[src/rtl/dock_pkg.sv]
package dock_pkg;

  typedef enum logic [2:0] {
    ST_IDLE     = 3'd0,
    ST_WAIT     = 3'd1,
    ST_PROBE_LO = 3'd2,
    ST_PROBE_HI = 3'd3,
    ST_DOCKED   = 3'd4
  } dock_st_e;

  typedef enum logic [1:0] {
    VT_NONE = 2'd0,
    VT_3V3  = 2'd1,
    VT_5V   = 2'd2,
    VT_ERR  = 2'd3
  } vtype_e;

  localparam int NUM_EV    = 4;
  localparam int EV_ATTACH = 0;
  localparam int EV_DONE   = 1;
  localparam int EV_REMOVE = 2;
  localparam int EV_ERROR  = 3;

endpackage

[src/rtl/dock_sync.sv]
module dock_sync #(
  parameter int W       = 2,
  parameter int STAGES  = 2,
  parameter bit RST_VAL = 1'b1
) (
  input  logic         clk,
  input  logic         rst,
  input  logic [W-1:0] d,
  output logic [W-1:0] q
);

  logic [W-1:0] chain [STAGES];

  for (genvar s = 0; s < STAGES; s++) begin : g_stage
    if (s == 0) begin : g_first
      always_ff @(posedge clk) begin
        if (rst) chain[s] <= {W{RST_VAL}};
        else     chain[s] <= d;
      end
    end else begin : g_next
      always_ff @(posedge clk) begin
        if (rst) chain[s] <= {W{RST_VAL}};
        else     chain[s] <= chain[s-1];
      end
    end
  end

  assign q = chain[STAGES-1];

endmodule

[src/rtl/dock_seq.sv]
module dock_seq
  import dock_pkg::*;
#(
  parameter int SHORT_CYC  = 1024,
  parameter int LONG_CYC   = 8192,
  parameter int SETTLE_CYC = 4
) (
  input  logic              clk,
  input  logic              rst,
  input  logic              det_a_s,
  input  logic              det_b_s,
  input  logic              long_sel,
  output logic              sense_lo,
  output logic              sense_hi,
  output logic [1:0]        vtype,
  output logic [NUM_EV-1:0] ev_set
);

  localparam int CW = $clog2(LONG_CYC + 1);
  localparam logic [CW-1:0] SHORT_LAST  = CW'(SHORT_CYC - 1);
  localparam logic [CW-1:0] LONG_LAST   = CW'(LONG_CYC - 1);
  localparam logic [CW-1:0] SETTLE_LAST = CW'(SETTLE_CYC - 1);

  dock_st_e       st, st_n;
  logic [CW-1:0]  cnt, cnt_n;
  logic           lo_n, hi_n;
  vtype_e         vt, vt_n;
  logic [CW-1:0]  dly_last;

  assign dly_last = long_sel ? LONG_LAST : SHORT_LAST;

  always_comb begin
    st_n   = st;
    cnt_n  = cnt;
    lo_n   = sense_lo;
    hi_n   = sense_hi;
    vt_n   = vt;
    ev_set = '0;
    unique case (st)
      ST_IDLE: begin
        cnt_n = '0;
        if (!det_a_s && !det_b_s) st_n = ST_WAIT;
      end
      ST_WAIT: begin
        if (det_a_s || det_b_s) begin
          st_n  = ST_IDLE;
          cnt_n = '0;
        end else if (cnt == dly_last) begin
          st_n  = ST_PROBE_LO;
          cnt_n = '0;
          lo_n  = 1'b1;
          ev_set[EV_ATTACH] = 1'b1;
        end else begin
          cnt_n = cnt + 1'b1;
        end
      end
      ST_PROBE_LO: begin
        if (det_b_s) begin
          st_n  = ST_IDLE;
          cnt_n = '0;
          lo_n  = 1'b0;
        end else if (cnt == SETTLE_LAST) begin
          cnt_n = '0;
          if (det_a_s) begin
            st_n = ST_DOCKED;
            vt_n = VT_3V3;
            ev_set[EV_DONE] = 1'b1;
          end else begin
            st_n = ST_PROBE_HI;
            lo_n = 1'b0;
            hi_n = 1'b1;
          end
        end else begin
          cnt_n = cnt + 1'b1;
        end
      end
      ST_PROBE_HI: begin
        if (det_b_s) begin
          st_n  = ST_IDLE;
          cnt_n = '0;
          hi_n  = 1'b0;
        end else if (cnt == SETTLE_LAST) begin
          cnt_n = '0;
          st_n  = ST_DOCKED;
          if (det_a_s) begin
            vt_n = VT_5V;
            ev_set[EV_DONE] = 1'b1;
          end else begin
            hi_n = 1'b0;
            vt_n = VT_ERR;
            ev_set[EV_ERROR] = 1'b1;
          end
        end else begin
          cnt_n = cnt + 1'b1;
        end
      end
      ST_DOCKED: begin
        if (det_b_s) begin
          if (cnt == dly_last) begin
            st_n  = ST_IDLE;
            cnt_n = '0;
            lo_n  = 1'b0;
            hi_n  = 1'b0;
            vt_n  = VT_NONE;
            ev_set[EV_REMOVE] = 1'b1;
          end else begin
            cnt_n = cnt + 1'b1;
          end
        end else begin
          cnt_n = '0;
        end
      end
      default: begin
        st_n  = ST_IDLE;
        cnt_n = '0;
        lo_n  = 1'b0;
        hi_n  = 1'b0;
        vt_n  = VT_NONE;
      end
    endcase
  end

  always_ff @(posedge clk) begin
    if (rst) begin
      st       <= ST_IDLE;
      cnt      <= '0;
      sense_lo <= 1'b0;
      sense_hi <= 1'b0;
      vt       <= VT_NONE;
    end else begin
      st       <= st_n;
      cnt      <= cnt_n;
      sense_lo <= lo_n;
      sense_hi <= hi_n;
      vt       <= vt_n;
    end
  end

  assign vtype = vt;

endmodule

[src/rtl/dock_evt.sv]
module dock_evt #(
  parameter int           N        = 4,
  parameter logic [N-1:0] MASK_RST = 4'h6
) (
  input  logic         clk,
  input  logic         rst,
  input  logic [N-1:0] ev_set,
  input  logic         mask_we,
  input  logic [N-1:0] mask_wdata,
  input  logic         clr_we,
  input  logic [N-1:0] clr_wdata,
  output logic [N-1:0] pending,
  output logic [N-1:0] mask,
  output logic         irq
);

  logic [N-1:0] pend_n;
  logic [N-1:0] mask_n;
  logic [N-1:0] clr_eff;

  assign clr_eff = clr_we ? clr_wdata : '0;
  assign mask_n  = mask_we ? mask_wdata : mask;

  for (genvar i = 0; i < N; i++) begin : g_bit
    assign pend_n[i] = ev_set[i] | (pending[i] & ~clr_eff[i]);
  end

  always_ff @(posedge clk) begin
    if (rst) begin
      pending <= '0;
      mask    <= MASK_RST;
      irq     <= 1'b0;
    end else begin
      pending <= pend_n;
      mask    <= mask_n;
      irq     <= |(pend_n & mask_n);
    end
  end

endmodule

[src/rtl/dock_detect_seq.sv]
module dock_detect_seq
  import dock_pkg::*;
#(
  parameter int SHORT_CYC   = 1024,
  parameter int LONG_CYC    = 8192,
  parameter int SETTLE_CYC  = 4,
  parameter int SYNC_STAGES = 2
) (
  input  logic       clk,
  input  logic       rst,
  input  logic       det_a_n,
  input  logic       det_b_n,
  input  logic       long_dly_sel,
  input  logic       mask_we,
  input  logic [3:0] mask_wdata,
  input  logic       clr_we,
  input  logic [3:0] clr_wdata,
  output logic       sense_lo,
  output logic       sense_hi,
  output logic [1:0] vtype,
  output logic [3:0] pending,
  output logic [3:0] evt_mask,
  output logic       irq
);

  logic [1:0]        det_s;
  logic [NUM_EV-1:0] ev_set;

  dock_sync #(
    .W       (2),
    .STAGES  (SYNC_STAGES),
    .RST_VAL (1'b1)
  ) u_sync (
    .clk (clk),
    .rst (rst),
    .d   ({det_b_n, det_a_n}),
    .q   (det_s)
  );

  dock_seq #(
    .SHORT_CYC  (SHORT_CYC),
    .LONG_CYC   (LONG_CYC),
    .SETTLE_CYC (SETTLE_CYC)
  ) u_seq (
    .clk      (clk),
    .rst      (rst),
    .det_a_s  (det_s[0]),
    .det_b_s  (det_s[1]),
    .long_sel (long_dly_sel),
    .sense_lo (sense_lo),
    .sense_hi (sense_hi),
    .vtype    (vtype),
    .ev_set   (ev_set)
  );

  dock_evt #(
    .N        (NUM_EV),
    .MASK_RST (4'h6)
  ) u_evt (
    .clk        (clk),
    .rst        (rst),
    .ev_set     (ev_set),
    .mask_we    (mask_we),
    .mask_wdata (mask_wdata),
    .clr_we     (clr_we),
    .clr_wdata  (clr_wdata),
    .pending    (pending),
    .mask       (evt_mask),
    .irq        (irq)
  );

endmodule

[config.mk]
export PLATFORM = sky130hd
export DESIGN_NAME = dock_detect_seq
export DESIGN_NICKNAME = d
export VERILOG_FILES = /design/src/rtl/dock_pkg.sv /design/src/rtl/dock_sync.sv /design/src/rtl/dock_seq.sv /design/src/rtl/dock_evt.sv /design/src/rtl/dock_detect_seq.sv
export SDC_FILE = /design/constraint.sdc
export NUM_CORES = 1
export LEC_CHECK = 0
export ABC_AREA = 1
export CAP_MARGIN = 5
export CORE_MARGIN = 8
export CORE_UTILIZATION = 35
export DETAILED_ROUTE_END_ITERATION = 10
export HOLD_SLACK_MARGIN = 0.12
export PLACE_DENSITY = 0.57
export SLEW_MARGIN = 20
export SYNTH_ARGS = -nofsm -noshare
export SYNTH_HDL_FRONTEND = slang
export SYNTH_SLANG_ARGS = --single-unit
[constraint.sdc]
create_clock -name clk -period 4.55 [get_ports clk]
set_input_delay 0.91 -clock clk [delete_from_list [all_inputs] [get_ports clk]]
set_output_delay 0.91 -clock clk [all_outputs]
set_load 0.005 [all_outputs]
==> results of run 1 <==
==> state kept, by name, indices dropped and copies added, names as in the netlist <==
signal,flops
u_evt.irq,1
u_evt.mask,4
u_seq.sense_hi,1
u_sync.chain,4
u_seq.st,3
u_seq.sense_lo,1
u_seq.cnt,14
u_seq.vtype,2
u_evt.pending,4
==> placed cells by master (no fill, tap or decap) <==
master,Yosys,routed
nand2_1,70,70
nor2_1,48,48
dfxtp_1,34,34
inv_1,33,33
nand3_1,28,28
clkdlybuf4s50_1,0,27
o21ai_0,10,10
a21oi_1,8,8
nor2_2,8,8
xor2_1,7,7
or2_2,5,5
clkbuf_8,0,5
inv_2,4,4
nor3_1,3,3
nand4_1,3,3
and2_1,3,3
and3_1,1,1
nand3_4,1,1
nor3_4,1,1
nand2_2,1,1
a21oi_2,1,1
nor2b_1,1,1
xnor2_1,1,1
mux2i_1,1,1
nand3b_1,1,1
o21a_1,1,1
nor4_1,1,1
o22ai_1,1,1
ha_1,1,1
clkbuf_1,2,1
bufinv_16,0,1
clkinvlp_4,0,1
==> per-stage QoR <==
step | hold WS (ps) | area, um2 | power, W | utilization, %
global route | 437.5 | 2276 | 0.001036 | 44.85
global placement | 396.3 | 2166 | 0.0006934 | 42.68
finish | 417.4 | 2276 | 0.0009615 | 44.85
floorplan | 389.5 | 1827 | 0.0005982 | -
CTS | 423.0 | 2276 | 0.0009747 | 44.85
detailed placement | 400.7 | 2166 | 0.0006936 | 42.68
==> power by group <==
part | switching, W | internal (W) | leakage [nW]
combinational | 0.000192 | 0.000138 | 0.663
sequential | 0.0000296 | 0.000327 | 0.277
clock | 0.000111 | 0.000163 | 0.0514
==> critical path, delay by kind of cell <==
kind,cells,cell delay [ps]
AOI/OAI and AO/OA,1,170
buffers and inverters,4,1180
and+or+nand+nor,3,330
==> routing by layer <==
| layer | track usage (%) | wire, um | up-vias |
|---|---|---|---|
| li1 | - | - | 933 |
| met4 | 3.687 | 43 | 0 |
| met3 | 4.178 | 208 | 5 |
| met1 | 16.09 | 2244 | 766 |
| met2 | 17.79 | 1807 | 30 |
| met5 | 0 | 0 | - |
==> area by class of cell <==
type / count / area (um2) / area share (%)
multi-input combinational: 206 / 988.4 / 43.43
sequential: 34 / 680.7 / 29.91
timing repair buffer: 27 / 270.3 / 11.87
inverter: 37 / 138.9 / 6.102
tap: 70 / 87.58 / 3.848
clock buffer: 6 / 72.57 / 3.189
clock inverter: 2 / 37.54 / 1.649
==> kinds of logic (layout without fill, tap and decap cells) <==
logic type,after synthesis,in the layout
compound gates,21,21
xor+xnor,8,8
fa+ha+maj,1,1
buf+inv,40,72
flops,34,34
mux,1,1
simple gates,175,175
==> how the worst max path moves through the flow <==
stage | from | to | slack [ps] | cells after the start
floorplan | long_dly_sel | u_seq.st[2] | 2660 | 9
global placement | rst | u_seq.cnt[12] | 1930 | 8
detailed placement | rst | u_seq.cnt[1] | 1850 | 8
CTS | rst | u_seq.cnt[11] | 2150 | 8
global route | rst | u_seq.cnt[11] | 1940 | 8
finish | rst | u_seq.cnt[2] | 2170 | 8
==> metrics.txt, run 1 <==
Syn Area/Cell=6.524 um2; post-cts resize count=0; CTS Hold Bufs=0; CP Class=primary input to flop; R2R cell count=10; DR iter-0 viols=89; prevailing post-synth register cell=dfxtp_1; largest family of logic cells by synthesized area=simple AND/OR/NAND/NOR gates; site row count=26; hold depth=1; Die Span X=88.25 um; Via density=4.539; post-place setup slack=1851 ps; fin. max-slew vios=0; status=finished, final reports clean; Max clock buf depth=2; Reg clk slew, reported paths=70 ps; fill cell count=556; area growth from synthesis to layout=24.59%; Yosys top cell area share=37.26%; Port-buffer cells=27; die area=7787 um2; DRT Wirelength=4303 um; grt ovf=0; complex-gate fraction of the synthesized area=6.164%; vias in the first global route=1682; Post-Synth XOR/XNOR Area=3.836%; placed cell count=374; Rel. slew slack=71.39%; GP Congestion=0.8431; Synth cell types=29; simple-gate share of the synthesized area=42.88%; mux share of post-synthesis cell area=0.5479%; worst path required time=4770 ps; CTS tree=done; Nets=327; Chip Height=88.25 um; IO Pins=28; post-route DRC violation count=0; HPWL after DPL=3316 um; first-pass iteration count of the detailed router=4; initial antenna violation count=0; clock insertion delay at the later pin of the skew report=280 ps; Synth Area in Adders=0.6849%; Fmax=420.9 MHz; Routed wire per std cell=11.26 um; Synth Warn #=0; Initial Util=36.00%; Synth top cells by count=nand2_1, nor2_1, dfxtp_1; Post-CTS Setup Inserts=0; Critical Path Fanout Max=14; critical path arrival=2600 ps; Worst Hold Class=flop to flop; root buf cell=clkbuf_8; CP peak stage delay=570 ps; Seq cells post-synth=34; largest net degree at the start of global routing=15; setup ws final=2174 ps; Pleak=0.9918 nW; PwrDens=422.5 nW/um2; worst r2r src=u_seq.cnt[0]; R2R Path End=u_seq.st[2]; final worst-path cycle share=52.22%; Worst Setup Start Kind=primary input; Async S/R FF share, synth=0%; count leader, synth=nand2_1; worst min-delay path endpoint=u_sync.chain[1][0]; Setup TNS=0 ps; CTS Sinks=34; final-report hold violation count=0; GR Util All Layers=12.09%; Tmin final=2376 ps; Finished Layout Cells=382; CTS H-Tree Depth=2; Mapped Area=1827 um2; crit-path cells=clkdlybuf4s50_1 > inv_1 > nand2_1 > a21oi_1 > inv_1 > nor2_2 > inv_2 > nor2_1; Worst Skew=5.167 ps; number of diodes=0; endpoint class of the critical path=flop; RSZ-0062 raised after global routing=false; Max stage delay cell, worst path=clkdlybuf4s50_1; CTS Buf Count=5; Mapped Cells=280; most used cell, CP=inv_1; Post-Syn Nets=296; ANT nets after route=0; number of flops mapped to enable cells by yosys=0; layout cells sized above 1=8.974%; dominant cells by area after synthesis=dfxtp_1, nand2_1, nor2_1, nand3_1, inv_1; setup violators final=0; Synth area leader=dfxtp_1; Vias=1734; first-pass GRT wire length=7500 um; max-cap viol count=0; Slew @ Worst Pin=428.7 ps; hold path start=u_sync.chain[0][0]; sequential share of the synthesized area=37.26%; Core ar.=5075 um2; worst vdd ir=149.2 uV; flop-to-flop setup slack=2680 ps
Power figures use the tool's default switching activity.
==> run 2: changes to the inputs <==
==> constraint.sdc (replaced) <==
create_clock -name clk -period 2.26 [get_ports clk]
set_input_delay 0.452 -clock clk [delete_from_list [all_inputs] [get_ports clk]]
set_output_delay 0.452 -clock clk [all_outputs]
set_load 0.005 [all_outputs]
==> metrics.txt, run 2 (same netlist as run 1, synthesis figures left out) <==
Nets=329 (+0.61%); endpoint class of the critical path=flop; PwrDens=805.8 nW/um2 (+91%); CTS Sinks=34 (unchanged); Post-CTS Setup Inserts=0 (unchanged); number of diodes=0 (unchanged); setup violators final=0 (unchanged); final worst-path cycle share=80.44%; GP Congestion=0.8335 (-1.1%); Vias=1747 (+0.75%); DRT Wirelength=4189 um (-2.6%); post-route DRC violation count=0 (unchanged); Rel. slew slack=73.66% (+2.3 points); worst vdd ir=272.6 uV (+83%); Max stage delay cell, worst path=dfxtp_1; Worst Hold Class=flop to flop; critical path arrival=2000 ps (-600 ps); Pwr Total=0.001834 W (+91%); clock insertion delay at the later pin of the skew report=290 ps (about the same); post-cts resize count=0 (unchanged); most common cell after layout, fill and taps aside=nand2_1; ANT nets after route=0 (unchanged); GR Util All Layers=12.08% (-0.014 points); worst path required time=2440 ps (-2330 ps); HPWL after DPL=3317 um (about the same); initial antenna violation count=0 (unchanged); CTS tree=done; sw frac=35.47% (+0.83 points); Clk pwr share=25.5% (-3.1 points); Worst Setup Start Kind=flop; RSZ-0062 raised after global routing=false; DR iter-0 viols=81 (-9.0%); CTS Hold Bufs=0 (unchanged); vias in the first global route=1662 (-1.2%); CP Class=flop to flop; fin. max-slew vios=0 (unchanged); Critical Path Fanout Max=6 (-8); max reg flops=14 (unchanged); Psw=0.0006505 W (+95%); most frequent cells in the layout=nand2_1, nor2_1, dfxtp_1; Slew @ Worst Pin=391.5 ps (-37.16 ps); internal power=0.001184 W (+88%); post-layout util=44.85% (unchanged); CTS Buf Count=5 (unchanged); first-pass iteration count of the detailed router=4 (unchanged); Worst Path Buf+Inv=1 (-3); Gate power share=35.5% (+1.2 points); WHS=409.3 ps (-8.125 ps); layout cells sized above 1=9.873% (+0.90 points); Fmax=550.1 MHz; site row count=26 (unchanged); die area=7787 um2 (unchanged); Reg clk slew, reported paths=70 ps (about the same); CP peak stage delay=350 ps (-220 ps); status=finished, final reports clean; first-pass GRT wire length=7383 um (-1.6%); max-cap viol count=0 (unchanged); Via density=4.549 (+0.22%); area growth from synthesis to layout=24.59% (unchanged); Routed wire per std cell=10.91 um (-3.2%); root buf cell=clkbuf_8; Die Span X=88.25 um (unchanged); crit-path cells=ha_1 > nand3_1 > nor2_2 > nand3_4 > nand2_1 > inv_2 > nor2_2 > nand3_1 > nand2_1 > nor2_1; grt ovf=0 (unchanged); final-report hold violation count=0 (unchanged); largest net degree at the start of global routing=14 (-1); Max clock buf depth=2 (unchanged); fill cell count=557 (+0.18%); cell family with most CP delay=simple AND/OR/NAND/NOR gates; Chip Height=88.25 um (unchanged); CTS H-Tree Depth=2 (unchanged); Setup TNS=0 ps (unchanged); Initial Util=36.00% (unchanged); IO Pins=28 (unchanged); Port-buffer cells=27 (unchanged); register with the most flip-flops=u_seq.cnt; Tmin final=1818 ps; Core ar.=5075 um2 (unchanged); Flop pwr share=38.9% (+1.8 points); Pleak=0.9972 nW (+0.54%); Worst Skew=4.973 ps (-0.1943 ps)
## run 2: layout make-up
| cell class | instances | area, um2 | share of cell area (%) |
|---|---|---|---|
| clock buffer | 6 | 82.58 | 3.628 |
| clock inverter | 2 | 12.51 | 0.5498 |
| inverter | 37 | 138.9 | 6.102 |
| multi-input combinational | 206 | 988.4 | 43.43 |
| sequential | 34 | 680.7 | 29.91 |
| tap | 70 | 87.58 | 3.848 |
| timing repair buffer | 29 | 285.3 | 12.53 |
## run 2: routing by layer
metal,track usage [%],up-vias,part of all wire (%)
li1,-,942,-
met1,15.33,765,50
met2,17.92,34,42
met3,4.643,6,7.0
met4,4.608,0,1.6
met5,0,-,0
## run 2: final timing paths
check                                   startpoint                 end  slack, ps  depth (start not counted)
worst min register to register  u_sync.chain[0][0]  u_sync.chain[1][0]        410                          1
worst min-delay path            u_sync.chain[0][0]  u_sync.chain[1][0]        410                          1
worst max-delay path                  u_seq.cnt[0]         u_seq.st[1]        440                         10
worst max register to register        u_seq.cnt[0]         u_seq.st[1]        440                         10
## run 2: power by group through the flow
stage / Combinational, W / Clock [W] / Sequential [W]
finish: 0.000652 / 0.000468 / 0.000714
detailed placement: 0.000659 / 0 / 0.000729
global route: 0.000760 / 0.000507 / 0.000723
global placement: 0.000656 / 0 / 0.000730
floorplan: 0.000484 / 0 / 0.000721
CTS: 0.000660 / 0.000489 / 0.000715
## run 2: stage by stage
step	instances	setup WS [ps]	instance area [um2]
after floorplan	280	673.1	1827
after global placement	376	229.6	2181
after detailed placement	376	188.1	2181
after CTS	384	402.7	2276
after global routing	384	221.6	2276
final	384	442.1	2276
==> run 3: changes to the inputs <==
==> constraint.sdc (replaced) <==
create_clock -name clk -period 1.9 [get_ports clk]
set_input_delay 0.38 -clock clk [delete_from_list [all_inputs] [get_ports clk]]
set_output_delay 0.38 -clock clk [all_outputs]
set_load 0.005 [all_outputs]
==> metrics.txt, run 3 (same netlist as run 1, synthesis figures left out) <==
Reg clk slew, reported paths=70 ps (about the same); largest net degree at the start of global routing=14 (unchanged); Worst Skew=8.260 ps (+3.287 ps); Worst Hold Class=flop to flop; layout cells sized above 1=12.15% (+2.3 points); max-cap viol count=0 (unchanged); max reg flops=14 (unchanged); internal power=0.001497 W (+26%); Worst Setup Start Kind=flop; status=finished, final reports clean; die area=7787 um2 (unchanged); Vias=1760 (+0.74%); most frequent cells in the layout=nand2_1, nor2_1, dfxtp_1; CTS Buf Count=5 (unchanged); number of diodes=0 (unchanged); Setup TNS=0 ps (unchanged); Die Span X=88.25 um (unchanged); CP peak stage delay=350 ps (about the same); GR Util All Layers=12.25% (+0.17 points); Via density=4.501 (-1.1%); Tmin final=1719 ps (-98.89 ps); RSZ-0062 raised after global routing=false; worst r2r src=u_seq.cnt[0]; CP Class=flop to flop; GP Congestion=0.8563 (+2.7%); Gate power share=35.0% (-0.5 points); clock insertion delay at the later pin of the skew report=290 ps (about the same); Max stage delay cell, worst path=dfxtp_1; crit-path cells=ha_2 > nand2_1 > nor2_1 > nand2_1 > nand2_1 > nand2_2 > a21oi_2 > nor2_2 > inv_2 > nor2_1; Port-buffer cells=27 (unchanged); CTS tree=done; critical path launch point=u_seq.cnt[0]; IO Pins=28 (unchanged); area growth from synthesis to layout=28.70%; Pleak=1.038 nW (+4.1%); most used cell, CP=nand2_1; initial antenna violation count=0 (unchanged); final worst-path cycle share=90.48% (+10 points); Fmax=581.7 MHz (+5.8%); root buf cell=clkbuf_8; post-layout util=46.33% (+1.5 points); fill cell count=558 (+0.18%); fin. max-slew vios=0 (unchanged); Psw=0.0007902 W (+21%); CTS H-Tree Depth=2 (unchanged); HPWL after DPL=3435 um (+3.6%); worst path required time=2060 ps (-380 ps); Critical Path Fanout Max=12 (+6); CTS Sinks=34 (unchanged); Clk pwr share=27.6% (+2.1 points); cell family with most CP delay=simple AND/OR/NAND/NOR gates; vias in the first global route=1749 (+5.2%); post-place setup slack=-78.76 ps (-266.8 ps); Routed wire per std cell=11.14 um (+2.1%); first-pass GRT wire length=7569 um (+2.5%); first-pass iteration count of the detailed router=4 (unchanged); Slew @ Worst Pin=399.0 ps (+7.506 ps); critical path arrival=1880 ps (-120 ps); worst vdd ir=331.8 uV (+22%); Reg area=680.7 um2 (unchanged); endpoint class of the critical path=flop; DR iter-0 viols=118 (+46%); Nets=336 (+2.1%); Worst Path Buf+Inv=1 (unchanged); most common cell after layout, fill and taps aside=nand2_1; CTS Hold Bufs=0 (unchanged); area of the multi-input gates=996.0 um2 (+0.76%); PwrDens=972.9 nW/um2 (+21%); Core ar.=5075 um2 (unchanged); grt ovf=0 (unchanged); Max clock buf depth=2 (unchanged); Rel. slew slack=73.15% (-0.51 points); post-route DRC violation count=0 (unchanged); Chip Height=88.25 um (unchanged); Flop pwr share=37.3% (-1.6 points); ANT nets after route=0 (unchanged); setup violators final=0 (unchanged); sw frac=34.55% (-0.92 points); register with the most flip-flops=u_seq.cnt; setup ws final=181.0 ps (-261.1 ps); hold path start=u_sync.chain[0][0]; site row count=26 (unchanged); final-report hold violation count=0 (unchanged); DRT Wirelength=4354 um (+3.9%); Initial Util=36.00% (unchanged)
-- run 3: changes by cell type in the layout (fill, tap and decap cells not counted), sizes merged --
cell and delta:
clkinv -1, clkinvlp -1, buf +7, clkbuf +2
-- run 3: area by class of cell --
| type | count | share of cell area (%) |
|---|---|---|
| Multi-Input combinational cell | 206 | 42.36 |
| Sequential cell | 34 | 28.95 |
| Timing Repair Buffer | 36 | 14.37 |
| Inverter | 37 | 5.907 |
| Clock buffer | 8 | 4.683 |
| Tap cell | 70 | 3.725 |
-- run 3: worst paths after layout --
kind	to	slack [ps]	cells after the start
max	u_seq.cnt[6]	180	10
min reg2reg	u_sync.chain[1][0]	410	1
min	u_sync.chain[1][0]	410	1
max reg2reg	u_seq.cnt[6]	180	10
-- run 3: routing by layer --
layer	GRT usage, %	part of all wire [%]
met5	0	0
met4	4.608	1.4
met3	4.178	6.0
met2	18.19	42
met1	15.87	51
-- run 3: power by group through the flow --
stage               logic (W)  clock network (W)  registers, W
floorplan            0.000575                  0      0.000857
global route         0.000934           0.000671      0.000866
CTS                  0.000807           0.000654      0.000854
global placement     0.000808                  0      0.000870
detailed placement   0.000803                  0      0.000870
finish               0.000802           0.000632      0.000853
-- run 3: stage by stage --
| stage | instance area (um2) | power [W] | instances | hold WS (ps) |
|---|---|---|---|---|
| after floorplan | 1827 | 0.001432 | 280 | 389.5 |
| after global placement | 2233 | 0.001678 | 383 | 391.8 |
| after detailed placement | 2233 | 0.001672 | 383 | 401.9 |
| after CTS | 2344 | 0.002314 | 391 | 419.6 |
| after global routing | 2351 | 0.002471 | 391 | 446.8 |
| final | 2351 | 0.002287 | 391 | 414.6 |
-- run 3: what timing repair did --
action,in CTS,in global routing
buffers inserted,0,0
setup endpoints to repair,0,8
gates resized for setup,0,2
